===== src/rtl/adc_ctrl_if.sv =====
module adc_ctrl_if #(
  parameter int          AW          = 8,
  parameter int          RW          = 10,
  parameter int          SYNC_STAGES = 2,
  parameter logic [7:0]  CTRL_ADDR   = 8'h66,
  parameter logic [7:0]  DATA_ADDR   = 8'h68
) (
  input  logic          clk,
  input  logic          rst_n,
  input  logic          bus_wr,
  input  logic [AW-1:0] bus_addr,
  input  logic [15:0]   bus_wdata,
  output logic [15:0]   bus_rdata,
  input  logic          sync_in,
  output logic          conv_power,
  output logic [2:0]    conv_chan,
  output logic          conv_ext_ref,
  output logic          conv_bypass,
  output logic          conv_start,
  input  logic          conv_ack,
  input  logic [RW-1:0] conv_result,
  output logic          done_evt
);

  localparam logic [15:0] CTRL_MASK = 16'h80BF;
  localparam int          ZW        = 15 - RW;

  typedef enum logic [1:0] {S_IDLE, S_WAIT, S_CONV} st_t;

  st_t                    st_q;
  logic [15:0]            ctrl_q;
  logic                   valid_q;
  logic [RW-1:0]          res_q;
  logic [SYNC_STAGES-1:0] sync_sh;
  logic                   start_q;
  logic                   done_q;

  wire        ctrl_wr    = bus_wr && (bus_addr == AW'(CTRL_ADDR));
  wire [15:0] ctrl_nx    = bus_wdata & CTRL_MASK;
  wire        en_nx      = ctrl_nx[15];
  wire        start_edge = ctrl_wr && en_nx && ctrl_nx[7] && !ctrl_q[7];
  wire        sync_ok    = !ctrl_q[0] || sync_sh[SYNC_STAGES-1];

  always_ff @(posedge clk or negedge rst_n) begin
    if (!rst_n) sync_sh <= '0;
    else        sync_sh <= SYNC_STAGES'({sync_sh, sync_in});
  end

  always_ff @(posedge clk or negedge rst_n) begin
    if (!rst_n) begin
      st_q    <= S_IDLE;
      ctrl_q  <= '0;
      valid_q <= 1'b0;
      res_q   <= '0;
      start_q <= 1'b0;
      done_q  <= 1'b0;
    end else begin
      start_q <= 1'b0;
      done_q  <= 1'b0;
      if (ctrl_wr) ctrl_q <= ctrl_nx;
      if (ctrl_wr && !en_nx) begin
        st_q <= S_IDLE;
      end else if (start_edge) begin
        st_q    <= S_WAIT;
        valid_q <= 1'b0;
      end else begin
        case (st_q)
          S_WAIT: if (sync_ok) begin
            start_q <= 1'b1;
            st_q    <= S_CONV;
          end
          S_CONV: if (conv_ack) begin
            res_q   <= conv_result;
            valid_q <= 1'b1;
            done_q  <= 1'b1;
            st_q    <= S_IDLE;
          end
          default: st_q <= S_IDLE;
        endcase
      end
    end
  end

  assign conv_power   = ctrl_q[15];
  assign conv_chan    = ctrl_q[4:2];
  assign conv_ext_ref = ctrl_q[5];
  assign conv_bypass  = ctrl_q[1];
  assign conv_start   = start_q;
  assign done_evt     = done_q;

  always_comb begin
    if (bus_addr == AW'(CTRL_ADDR))      bus_rdata = ctrl_q;
    else if (bus_addr == AW'(DATA_ADDR)) bus_rdata = {valid_q, {ZW{1'b0}}, res_q};
    else                                 bus_rdata = '0;
  end

  a_r5_done_single: assert property (@(posedge clk) disable iff (!rst_n)
    done_q |=> !done_q);

  a_r5_valid_with_done: assert property (@(posedge clk) disable iff (!rst_n)
    $rose(valid_q) |-> done_q);

  a_r3_start_single: assert property (@(posedge clk) disable iff (!rst_n)
    start_q |=> !start_q);

  a_r3_valid_low_busy: assert property (@(posedge clk) disable iff (!rst_n)
    (st_q != S_IDLE) |-> !valid_q);

  a_r6_sync_hold: assert property (@(posedge clk) disable iff (!rst_n)
    (st_q == S_WAIT && ctrl_q[0] && !sync_sh[SYNC_STAGES-1]) |=> !start_q);

  a_r8_disable_idle: assert property (@(posedge clk) disable iff (!rst_n)
    (ctrl_wr && !bus_wdata[15]) |=> (st_q == S_IDLE && !start_q && !done_q));

  a_r7_disabled_keeps_valid: assert property (@(posedge clk) disable iff (!rst_n)
    (ctrl_wr && !bus_wdata[15]) |=> $stable(valid_q));

endmodule


===== config.mk =====
export PLATFORM = sky130hd
export DESIGN_NAME = adc_ctrl_if
export DESIGN_NICKNAME = d
export VERILOG_FILES = /design/src/rtl/adc_ctrl_if.sv
export SDC_FILE = /design/constraint.sdc
export NUM_CORES = 1
export LEC_CHECK = 0
export ABC_AREA = 1
export BUFFER_PORTS_ARGS = -buffer_cell sky130_fd_sc_hd__buf_2
export CORE_UTILIZATION = 35
export CTS_CLUSTER_SIZE = 28
export DETAILED_ROUTE_END_ITERATION = 8
export GPL_ROUTABILITY_DRIVEN = 0
export PLACE_DENSITY_LB_ADDON = 0.2
export REMOVE_ABC_BUFFERS = 1
export SYNTH_ARGS = -nofsm -noshare
export SYNTH_HDL_FRONTEND = slang
export SYNTH_SLANG_ARGS = --single-unit
export TNS_END_PERCENT = 20

===== constraint.sdc =====
create_clock -name clk -period 1.2 [get_ports clk]
set_input_delay 0.12 -clock clk [delete_from_list [all_inputs] [get_ports clk]]
set_output_delay 0.12 -clock clk [all_outputs]
set_load 0.01 [all_outputs]

==> results.cfg <==
[worst_setup_path]
startpoint_type = input port
reg2reg_depth = 5
endpoint_kind = output port
rrSetupSlack_ns = 0.02
crit_required_ns = 1.08
crit_fanout = 3
reg2reg_to = res_q[6]
r2r-start = ctrl_q[7]
critPathArrivalTime_ns = 1.09
critical_path_class = input port to output port

[synth]
ys_types = 21
synth.yosys.warnings = 0
syn_area_per_cell_sq_um = 8.22
syn_inst = 156
synth_area_sq_mm = 0.00128
ys_ff_latch = 25
ys_seq_area_share_pct = 48.8

[floorplan]
dieWidth_um = 62.5
io-pin-count = 63
rows = 21
die_y_um = 62.5
core_area_sq_mm = 0.00342
start_util_pct = 37.5
fp.dieArea_sq_mm = 0.00391

[clocking]
ctsHtreeMaxLevel = 1
cts-root-buf = clkbuf_4
cts_sinks = 25
clockBufferDepth = 2
numCtsBuffers = 3
tritoncts = built
clk_latency_ns = 0.32
clk_pin_slew_ns = 0.14

[sta]
fin_ws_ns = -0.00914
rsz0062_at_grt = yes
skew_ns = 0.00841
period_share_pct = 101
max-slew-margin-rel_pct = 61.5
worst_pin_slew_ns = 0.577
whs_ns = 0.0212
fin_tns_setup_ns = -0.0316
setup_violations = 5
period_needed_ns = 1.21
slew_violations = 0
max_freq_mhz = 827
finalHoldViolations = 0

[global_routing]
grt_first_pass_wirelength_um = 5200
grt_usage_pct = 16.9
grt_pass1_vias = 1172
grt_overflow_total = 0
antenna_found_initial = 0
grt_max_degree = 26

[worst_hold_path]
hp-start = bus_wdata[5]
holdPathEnd = ctrl_q[5]
holdCritPathClass = input port to flip-flop
whs_path_depth = 3

[power]
pwr_density_cell_mw_per_mm2 = 833
p_leak_uw = 0.00103
power.total_uw = 1460
vdd_drop_max_v = 0.000416

[final_layout]
seq_area_sq_um = 626
multi_input_area_sq_um = 604
fin_cells = 261
layout_commonest_cell = nand2_1
syn2layout_area_growth_pct = 36.7
final_cell_area_sq_mm = 0.00175
nNetsFinal = 255
final.fill_count = 356
drive_above_1_share_pct = 40.5
antenna_cells = 0
layout_common_cells = 53 x nand2_1, 47 x buf_2, 25 x dfrtp_1, 12 x buf_4, 11 x nand4_1

[drt]
wirelength_um = 3030
drc_errors = 0
vias_per_cell = 4.63
dr.pass1.iters = 4
ant_nets = 0
wire_per_inst_um = 11.6
vias = 1209
drt_iter0_markers = 31

[place]
dp_cells = 255
placed_area_sq_mm = 0.00161
io_buffers = 49
dp_hpwl_um = 2250

[run_status]
run_status = finished with violations
failed_checks = negative setup slack

[job]
drv_cap = 0
==> cell type report <==
type                    instances  area share [%]
clock buffers                   4            1.50
inverters                      13            2.78
multi-input cells             108            34.5
flip-flops and latches         25            35.7
well taps                      46            3.28
repair buffers                 65            22.3
==> cells by family (layout without fill, tap and decap cells) <==
group / Yosys count / in the layout / synth area share, %
flops: 25 / 25 / 48.8
buf+inv: 27 / 82 / 11.3
other cells: 1 / 5 / 0.292
simple gates: 97 / 97 / 37.1
compound gates: 6 / 6 / 2.54
==> sequential cells by signal, indices dropped and copies added, names as in the netlist <==
signal / flops
ctrl_q: 8
conv_start: 1
valid_q: 1
sync_sh: 2
st_q: 2
res_q: 10
done_evt: 1
==> report_power, final <==
part / internal [uW] / leakage, uW / switching (uW)
logic: 78.7 / 0.000693 / 103
clock network: 130 / 0.0000150 / 248
registers: 878 / 0.000321 / 22.8
==> how the worst max path moves through the flow <==
| stage | slack, ns | endpoint | from |
|---|---|---|---|
| 2_1_floorplan | -0.44 | res_q[0] | st_q[0] |
| 3_3_place_gp | -0.11 | res_q[8] | st_q[0] |
| 3_5_place_dp | -0.13 | res_q[6] | st_q[0] |
| 4_1_cts | -0.04 | bus_rdata[0] | bus_addr[7] |
| 5_1_grt | -0.1 | bus_rdata[7] | bus_addr[4] |
| 6_report | -0.009 | bus_rdata[15] | bus_addr[4] |
==> critical path, cell delays in order <==
cell     delay [ns]
buf_6          0.09
nor2_4         0.11
nand2_4        0.09
nor3b_4        0.26
buf_6          0.15
nand3_2        0.05
o21ai_1        0.07
buf_2          0.14
==> metrics by stage <==
stage                     setup slack [ns]  utilization [%]
final                             -0.00914             51.3
after global routing               -0.0980             51.3
after CTS                          -0.0377             50.0
after detailed placement            -0.127             47.1
after global placement              -0.113             47.1
after floorplan                     -0.439                -
==> cells in the mapped netlist <==
| cell | n | share of area, % |
|---|---|---|
| a21boi_0 | 1 | 0.59 |
| a21oi_1 | 2 | 0.78 |
| buf_2 | 5 | 2.0 |
| buf_4 | 8 | 4.7 |
| buf_6 | 1 | 0.88 |
| conb_1 | 1 | 0.29 |
| dfrtp_1 | 25 | 49 |
| inv_1 | 11 | 3.2 |
| inv_2 | 2 | 0.59 |
| nand2_1 | 53 | 16 |
| nand2_2 | 2 | 0.98 |
| nand3_1 | 16 | 6.2 |
| nand3_2 | 2 | 1.6 |
| nand4_1 | 11 | 5.4 |
| nand4_4 | 1 | 1.7 |
| nor2_1 | 8 | 2.3 |
| nor2_2 | 1 | 0.49 |
| nor2_8 | 1 | 1.6 |
| nor3_1 | 1 | 0.39 |
| nor3b_2 | 1 | 0.98 |
| o21ai_0 | 3 | 1.2 |
==> metal layers <==
metal	track usage (%)	vias up	routed length [um]
met3	3.10	7	156
li1	-	604	-
met5	0	-	0
met4	7.56	0	59
met2	27.2	37	1380
met1	22.0	561	1430
==> what timing repair did <==
item / 4_1_cts / 5_1_grt
gates resized for setup: 12 / 10
buffers inserted: 0 / 0
setup endpoints to repair: 22 / 22
pin swaps: 4 / 6
hold buffers: 2 / 0
endpoints found under the hold margin: 26 / 0
Note: power is estimated with default switching activity, not from simulation.
